[src/rtl/pdt_pkg.sv]
package pdt_pkg;

    typedef enum logic {
        HALF_LO = 1'b0,
        HALF_HI = 1'b1
    } half_e;

    typedef enum logic {
        ST_INVALID = 1'b0,
        ST_VALID   = 1'b1
    } dstate_e;

    typedef struct packed {
        logic boundary;  // tick opening a pair while running
        logic second;    // tick opening the second half
        logic halt;      // boundary tick that ends the run
    } pace_s;

    // The phase line flips when the data state is unchanged across a boundary.
    // It holds when the state changes, which reverses its phase.
    function automatic logic p1_next(input logic was_valid,
                                     input logic now_valid,
                                     input logic cur);
        return (was_valid == now_valid) ? ~cur : cur;
    endfunction

endpackage

[src/rtl/pdt_pacer.sv]
module pdt_pacer
    import pdt_pkg::*;
(
    input  logic  clk,
    input  logic  rst,
    input  logic  tick,
    input  logic  start,
    input  logic  stop,
    output logic  req,
    output pace_s strobe
);
    logic  running;
    logic  stop_pend;
    half_e phase;

    always_comb begin
        strobe.boundary = running && tick && (phase == HALF_LO) && !stop_pend;
        strobe.second   = running && tick && (phase == HALF_HI);
        strobe.halt     = running && tick && (phase == HALF_LO) && stop_pend;
    end

    always_ff @(posedge clk) begin
        if (rst) begin
            running   <= 1'b0;
            stop_pend <= 1'b0;
            phase     <= HALF_LO;
            req       <= 1'b0;
        end else if (!running) begin
            if (start) begin
                running   <= 1'b1;
                stop_pend <= 1'b0;
                phase     <= HALF_LO;
            end
        end else begin
            if (stop) stop_pend <= 1'b1;
            if (strobe.halt) begin
                running   <= 1'b0;
                stop_pend <= 1'b0;
            end else if (strobe.boundary) begin
                req   <= 1'b1;
                phase <= HALF_HI;
            end else if (strobe.second) begin
                req   <= 1'b0;
                phase <= HALF_LO;
            end
        end
    end

    // the strobe only moves on a tick
    p_req_on_tick_r2: assert property (@(posedge clk) disable iff (rst)
        !tick |=> $stable(req));

    // a run ends with the strobe already negated
    p_halt_req_low_r8: assert property (@(posedge clk) disable iff (rst)
        strobe.halt |-> !req);

endmodule

[src/rtl/pdt_p1_ctrl.sv]
module pdt_p1_ctrl
    import pdt_pkg::*;
(
    input  logic  clk,
    input  logic  rst,
    input  pace_s strobe,
    input  logic  word_valid,
    output logic  ready,
    output logic  take,
    output logic  p1
);
    dstate_e mode;
    logic    gap_done;   // invalid run has already spanned one full pair

    always_comb begin
        ready = strobe.boundary && ((mode == ST_VALID) || gap_done);
        take  = ready && word_valid;
    end

    always_ff @(posedge clk) begin
        if (rst) begin
            mode     <= ST_INVALID;
            gap_done <= 1'b1;
            p1       <= 1'b0;
        end else if (strobe.halt) begin
            mode     <= ST_INVALID;
            gap_done <= 1'b1;
        end else if (strobe.boundary) begin
            p1       <= p1_next(mode == ST_VALID, take, p1);
            mode     <= take ? ST_VALID : ST_INVALID;
            gap_done <= !take && (mode == ST_INVALID);
        end
    end

    // entering the valid state withholds the phase flip
    p_hold_on_valid_entry_r4: assert property (@(posedge clk) disable iff (rst)
        $rose(mode == ST_VALID) |-> $stable(p1));

    // leaving the valid state withholds the phase flip
    p_hold_on_invalid_entry_r6: assert property (@(posedge clk) disable iff (rst)
        $fell(mode == ST_VALID) |-> $stable(p1));

    // a return to valid data needs a completed gap pair
    p_gap_before_resume_r7: assert property (@(posedge clk) disable iff (rst)
        $rose(mode == ST_VALID) |-> $past(gap_done));

endmodule

[src/rtl/pdt_lanes.sv]
module pdt_lanes
    import pdt_pkg::*;
#(
    parameter int HALF_W = 16
) (
    input  logic                clk,
    input  logic                rst,
    input  pace_s               strobe,
    input  logic                take,
    input  logic [2*HALF_W-1:0] word,
    output logic [HALF_W-1:0]   data
);
    logic [HALF_W-1:0] upper_q;

    always_ff @(posedge clk) begin
        if (rst) begin
            data    <= '0;
            upper_q <= '0;
        end else if (strobe.halt) begin
            data    <= '0;
            upper_q <= '0;
        end else if (strobe.boundary) begin
            data    <= take ? word[HALF_W-1:0]        : '0;
            upper_q <= take ? word[2*HALF_W-1:HALF_W] : '0;
        end else if (strobe.second) begin
            data    <= upper_q;
        end
    end

    // the bus goes quiet when the run ends
    p_halt_clears_r8: assert property (@(posedge clk) disable iff (rst)
        strobe.halt |=> (data == '0));

    // an empty boundary blanks the first half
    p_empty_pair_zero_r6: assert property (@(posedge clk) disable iff (rst)
        (strobe.boundary && !take) |=> (data == '0));

endmodule

[src/rtl/pdt_tx.sv]
module pdt_tx
    import pdt_pkg::*;
#(
    parameter int HALF_W = 16,
    localparam int WORD_W = 2 * HALF_W
) (
    input  logic              clk,
    input  logic              rst,
    input  logic              tick,
    input  logic              start,
    input  logic              stop,
    input  logic              word_valid,
    input  logic [WORD_W-1:0] word_data,
    output logic              word_ready,
    output logic              req,
    output logic [HALF_W-1:0] data,
    output logic              p1
);
    pace_s strobe;
    logic  take;

    pdt_pacer u_pacer (
        .clk    (clk),
        .rst    (rst),
        .tick   (tick),
        .start  (start),
        .stop   (stop),
        .req    (req),
        .strobe (strobe)
    );

    pdt_p1_ctrl u_phase (
        .clk        (clk),
        .rst        (rst),
        .strobe     (strobe),
        .word_valid (word_valid),
        .ready      (word_ready),
        .take       (take),
        .p1         (p1)
    );

    pdt_lanes #(.HALF_W(HALF_W)) u_lanes (
        .clk    (clk),
        .rst    (rst),
        .strobe (strobe),
        .take   (take),
        .word   (word_data),
        .data   (data)
    );

    // the phase line moves only together with a rising strobe
    p_p1_on_req_rise_r5: assert property (@(posedge clk) disable iff (rst)
        (p1 != $past(p1)) |-> (req && !$past(req)));

    // words are taken only on a tick that opens a pair
    p_ready_at_boundary_r3: assert property (@(posedge clk) disable iff (rst)
        word_ready |-> (tick && !req));

endmodule

[config.mk]
export PLATFORM = sky130hd
export DESIGN_NAME = pdt_tx
export DESIGN_NICKNAME = d
export VERILOG_FILES = /design/src/rtl/pdt_pkg.sv /design/src/rtl/pdt_pacer.sv /design/src/rtl/pdt_p1_ctrl.sv /design/src/rtl/pdt_lanes.sv /design/src/rtl/pdt_tx.sv
export SDC_FILE = /design/constraint.sdc
export NUM_CORES = 1
export LEC_CHECK = 0
export ABC_AREA = 1
export BUFFER_PORTS_ARGS = -buffer_cell sky130_fd_sc_hd__buf_2
export CORE_MARGIN = 2
export CORE_UTILIZATION = 51
export CTS_BUF_LIST = sky130_fd_sc_hd__clkbuf_8
export DETAILED_ROUTE_END_ITERATION = 6
export PLACE_DENSITY = 0.83
export SYNTH_ARGS = -nofsm -noshare
export SYNTH_HDL_FRONTEND = slang
export SYNTH_SLANG_ARGS = --single-unit
[constraint.sdc]
create_clock -name clk -period 1.6 [get_ports clk]
set_clock_uncertainty 0.1 [all_clocks]
set_input_delay 0.32 -clock clk [delete_from_list [all_inputs] [get_ports clk]]
set_output_delay 0.32 -clock clk [all_outputs]
set_load 0.03 [all_outputs]
==> results.md, run 1 <==
- I/O Buffers: 56
- Final Core Density: 68.4%
- Critical Path RT: 1180 ps
- Initial core utilization: 53.6%
- GR Overflow Total: 0
- Dpl cell area: 1940 um^2
- Area share of the largest cell type after synthesis: 48.1%
- Top Metal Used: met4
- DR vias/cell: 5.24
- CTS tree: yes
- DR iter-0 viols: 57
- Area growth syn-to-layout: 27.7%
- RSZ-0062 raised after global routing: yes
- Final Hold Vio Count: 0
- Io pins: 57
- Drt first pass iters: 4
- Met2 wire len: 1930 um
- Gate power share: 15.9%
- Share of post-route cells with drive strength above 1: 32.0%
- Mapped Nets: between 200 and 250
- Post-Synthesis Cell Area: around 1600 um^2
- Number of flops mapped to enable cells by yosys: 0
- Peak VDD IR: 662 uV
- Post-synthesis area per instance: about 8.0 um^2
- Slew HR: 75.6%
- Max Cap Viol: 0
- Ys Warns: 0
- Fin nets: between 300 and 400
- Largest net degree at the start of global routing: 21
- Tcrit/Tclk final: 99.0%
- Drt wl/cell: 12.5 um
- Fmax: around 630 MHz
- Switch Pwr: 0.566 mW
- Vert. Die Dim: 60.4 um
- Cells after Synth: 204
- Arr. time, crit path: 1160 ps
- Final period demand of the worst path: 1580 ps
- Distinct cell type count after synthesis: 20
- Slowest CP cell: dfxtp_2
- Final Max Tran Viols: 0
- Row cnt: 20
- Post-synth ARST share: 0%
- Number of H-tree levels: 2
- Critical Path Start Type: flop
- Clock root cell: clkbuf_8
- CTS Buffer Depth: 2
- Hold_buf cts: 0
- Design Area, Final: 2070 um^2
- FILL cells: 273
- Worst-margin pin slew: 363 ps
- PwrDens: just over 1000 nW/um^2
- DR WL met3: 275 um
- Worst Setup End Kind: output pin
- Final WL: 3870 um
- ANT cells: 0
- Status: completed
- Die W: roughly 60 um
- Wire length on met1: 1590 um
- Largest area contributor in the netlist: dfxtp_1
- Top_reg_cell synth: dfxtp_1
- CORE AREA: about 3000 um^2
- Clk_lat worst skew: 290 ps
- Num Clock Sinks: 39
- Die Area: 3650 um^2
- CP Cell Sequence: nand2_4 > inv_2 > nand3_4 > a21oi_4 > buf_6
- Dominant cell by count in the synthesized netlist: a21oi_1
- Pleak: 0.907 nW
- Hold Path Class: in2reg
- DRC: 0
- Total track usage: 22.3%
- Sw Share: 27.1%
- Clock power frac: between 30% and 40%
- Crit Path Class: reg2out
- Synthesized flop and latch total: 39
- Detailed Place HPWL: 2620 um
- Top cells by count, synth: 52 x a21oi_1, 39 x dfxtp_1, 33 x nand3_1, 24 x nand2_1, 16 x o21ai_0
- Worst-path fanout max: 4
- Cell-internal power: 1.53 mW
- Global placer's final weighted congestion: 0.728
- Sequential cell area fraction in the yosys report: 48.1%
- Total power: around 2.1 mW
- Final setup vio count: 0
- Clock slew at reported path FFs: 70 ps
- Crit-path max cell delay: between 300 and 400 ps
- Synth area leaders: dfxtp_1 48%, a21oi_1 16%, nand3_1 10%
- Total number of vias: approximately 1.6k
- CTS Buf Count: 5
- Initial antenna violation count: 0
- First-pass GRT wire length: roughly 6000 um
- Post-route ant nets: 0
- Sequential share of power: 49.8%
- Number of global-route vias before repair: 1,389
sequential cells by signal (all words and copies together), names as in the netlist:
| register | flops |
|---|---|
| u_pacer.running | 1 |
| u_lanes.upper_q | 16 |
| u_pacer.phase | 1 |
| u_pacer.req | 1 |
| u_lanes.data | 16 |
| u_pacer.stop_pend | 1 |
| u_phase.p1 | 1 |
| u_phase.gap_done | 1 |
| u_phase.mode | 1 |
power by group through the flow:
stage	Sequential, mW	Clock, mW	Combinational (mW)
6_report	1.04	0.716	0.333
2_1_floorplan	1.12	0	0.155
5_1_grt	1.05	0.767	0.364
3_3_place_gp	1.06	0	0.319
4_1_cts	1.04	0.719	0.332
3_5_place_dp	1.06	0	0.321
routing by layer:
layer,up-vias,GRT usage (%)
met2,55,37.4
met4,0,10.2
met1,737,25.6
li1,824,-
met5,-,0
met3,7,7.68
cell families after synthesis:
kind of cell | count (synthesis) | synth area share, %
AO/OA/AOI/OAI | 72 | 23.9
buffers and inverters | 24 | 7.86
AND/OR/NAND/NOR | 69 | 20.1
flip-flops | 39 | 48.1
stage by stage:
step / hold WS [ps] / instances / setup WS, ps / TNS [ps]
2_1_floorplan: 289 / 204 / 147 / 0
3_3_place_gp: 345 / 300 / 122 / 0
3_5_place_dp: 356 / 300 / 97.6 / 0
4_1_cts: 159 / 310 / 11.9 / 0
5_1_grt: 170 / 310 / -29.7 / -29.7
6_report: 159 / 310 / 15.7 / 0
cell type report:
class / count / area (um^2) / share of cell area [%]
clock buffer: 7 / 96.3 / 4.65
inverter: 10 / 38.8 / 1.87
clock inverter: 1 / 3.75 / 0.181
tap: 44 / 55.1 / 2.66
timing repair buffer: 68 / 377 / 18.2
sequential: 39 / 782 / 37.7
multi-input combinational: 141 / 719 / 34.7
critical path, delay by kind of cell, from the launching register on:
kind,cells,cell delay [ps]
DFF,1,350
and+or+nand+nor,2,150
AOI/OAI and AO/OA,1,150
buffers and inverters,2,220
final timing paths:
kind	from	to	slack, ps	cells after the start
worst min-delay path	start	u_pacer.running$_SDFF_PP0_	160	3
worst max-delay path	u_pacer.running$_SDFF_PP0_	word_ready	20	5
worst max register to register	u_pacer.stop_pend$_SDFFE_PP0P_	u_lanes.data[8]$_SDFFE_PP0P_	80	6
worst min register to register	u_lanes.upper_q[1]$_SDFFE_PP0N_	u_lanes.upper_q[1]$_SDFFE_PP0N_	370	2
cell usage in the layout, fill, tap and decap left out, types with 2 or more instances in the layout:
master,instances
nor3_1,2
a21oi_1,52
nand2_1,24
clkbuf_8,7
o21ai_0,16
nor2_1,7
inv_1,6
a21oi_4,2
inv_2,3
buf_4,12
nand3_1,33
o211ai_1,2
dfxtp_1,38
buf_2,55
timing repair:
item / 4_1_cts / 5_1_grt
setup endpoints to repair: 1 / 21
pin swaps: 0 / 0
buffers inserted: 2 / 0
resized for setup: 4 / 2
No activity file was read; power rests on OpenSTA's default activity.
==> inputs of run 2 (changes only) <==
CORE_ASPECT_RATIO = 1.4   (was default)
==> run 2 against run 1 <==
Compared with the run above: cell area shrank 0.85%; utilization decreased by 1.4 points; maximum frequency down 0.20%; die area is 0.17% higher; sequential cell count is the same; critical path depth unchanged.
==> results.md, run 2 (synthesized netlist as in run 1, its figures left out) <==
- Max Cap Viol: 0 (unchanged)
- Drt wl/cell: 13.0 um (+3.7%)
- Commonest non-fill, non-tap cell in the layout: buf_2
- Pleak: 0.901 nW (-0.66%)
- CTS Buffer Depth: 2 (unchanged)
- Post-route setup slack: 12.5 ps (-3.16 ps)
- Clock root cell: clkbuf_8
- Crit-path max cell delay: 360 ps (about the same)
- Dpl cell area: 1930 um^2 (-0.71%)
- Critical Path Start Type: flop
- Final Hold Vio Count: 0 (unchanged)
- Share of post-route cells with drive strength above 1: 32.3% (+0.38 points)
- Number of H-tree levels: 2 (unchanged)
- Biggest regs: u_lanes.data (16), u_lanes.upper_q (16)
- DR vias/cell: 5.30 (+1.1%)
- Clk_lat worst skew: 300 ps (about the same)
- RSZ-0062 raised after global routing: yes
- Num Clock Sinks: 39 (unchanged)
- Initial core utilization: 53.0% (-0.61 points)
- Critical Path RT: 1180 ps (about the same)
- Hold Path Class: in2reg
- Highest-count cells in the layout ignoring fill and taps: 55 x buf_2, 52 x a21oi_1, 38 x dfxtp_1
- ANT cells: 0 (unchanged)
- Buf+Inv Stages, Crit Path: 2 (unchanged)
- Post-route ant nets: 0 (unchanged)
- Final WL: 3950 um (+2.1%)
- Slowest CP cell: dfxtp_4
- DR iter-0 viols: 55 (-3.5%)
- First-pass GRT wire length: 6560 um (+9.8%)
- Final Max Tran Viols: 0 (unchanged)
- DRC: 0 (unchanged)
- Final period demand of the worst path: 1590 ps (+3.16 ps)
- Die W: 51.7 um (-14%)
- Slew HR: 77.6% (+2.0 points)
- Crit Path Class: reg2out
- CTS Buf Count: 5 (unchanged)
- Largest net degree at the start of global routing: 36 (+71%)
- Initial antenna violation count: 0 (unchanged)
- Final setup vio count: 0 (unchanged)
- Worst R2R Setup Slack: 120 ps (+40 ps)
- CORE AREA: 3060 um^2 (+1.2%)
- Worst-path fanout max: 4 (unchanged)
- I/O Buffers: 56 (unchanged)
- Arr. time, crit path: 1170 ps (about the same)
- Total power: 2.01 mW (-3.7%)
- Worst slack, placed: 65.3 ps (-32.4 ps)
- Number of global-route vias before repair: 1,518 (+9.3%)
- PwrDens: 980 nW/um^2 (-2.9%)
- Status: completed
- Fin nets: 303 (unchanged)
- Detailed Place HPWL: 2690 um (+2.5%)
- Worst Setup End Kind: output pin
- Hold_buf cts: 0 (unchanged)
- Die Area: 3660 um^2 (+0.17%)
- Io pins: 57 (unchanged)
- Peak VDD IR: 859 uV (+30%)
- Design Area, Final: 2050 um^2 (-0.85%)
- Fmax: 630 MHz (-0.20%)
- Area growth syn-to-layout: 26.6%
- Row cnt: 24 (+20%)
- Vert. Die Dim: 70.7 um (+17%)
- Total track usage: 24.1% (+1.8 points)
- Clock slew at reported path FFs: 70 ps (about the same)
- Worst-margin pin slew: 333 ps (-29.9 ps)
- CTS tree: yes
- Tcrit/Tclk final: 99.2% (+0.20 points)
- Total number of vias: 1,615 (-0.49%)
- Final setup TNS: 0 ps (unchanged)
- CP Cell Sequence: nand2_4 > inv_2 > nand3_4 > a21oi_4 > buf_6
- GR Overflow Total: 0 (unchanged)
- Global placer's final weighted congestion: 0.778 (+6.9%)
- Drt first pass iters: 4 (unchanged)
- Crit-path leading delay family: flip-flops
## run 2: cell types whose count changed in the layout (fill, tap and decap cells not counted), sizes merged
cell / before / now
clkbuf: 7 / 5
clkinv: 2 / 4
## run 2: worst paths after layout
kind / startpoint / endpoint / cells past startpoint
max: u_pacer.running$_SDFF_PP0_ / word_ready / 5
min: rst / u_pacer.phase$_SDFFE_PP0P_ / 2
max reg2reg: u_pacer.running$_SDFF_PP0_ / u_lanes.data[11]$_SDFFE_PP0P_ / 8
min reg2reg: u_pacer.req$_SDFFE_PP0P_ / u_pacer.req$_SDFFE_PP0P_ / 2
## run 2: metrics by stage
stage | hold slack (ps) | utilization (%) | instances
finish | 155 | 67.1 | 305
global route | 170 | 67.1 | 305
CTS | 152 | 66.7 | 304
detailed placement | 352 | 63.0 | 294
global placement | 350 | 63.0 | 294
floorplan | 289 | - | 204
## run 2: power breakdown
| part | total [mW] | internal, mW | switching (mW) |
|---|---|---|---|
| clock | 0.639 | 0.298 | 0.341 |
| sequential | 1.04 | 1.02 | 0.0229 |
| combinational | 0.336 | 0.122 | 0.214 |
## run 2: layout make-up
type                            count  area (um^2)
Fill cell                         287         1010
Tap cell                           39         48.8
Inverter                           10         37.5
Timing Repair Buffer               68          380
Multi-Input combinational cell    141          719
Clock inverter                      3         15.0
Clock buffer                        5         68.8
Sequential cell                    39          785
## run 2: metal layers
| layer | routed length [um] | vias to the layer above | global-route usage (%) |
|---|---|---|---|
| li1 | - | 829 | - |
| met1 | 1570 | 727 | 26.8 |
| met2 | 2080 | 51 | 41.0 |
| met3 | 217 | 8 | 6.75 |
| met4 | 87 | 0 | 12.0 |
| met5 | 0 | - | 0 |
## run 2: repair_timing
item,CTS,global route
resized for setup,6,1
setup buffers,2,1
cloned,0,0
pin swaps,0,1
endpoints found under the setup margin,1,15
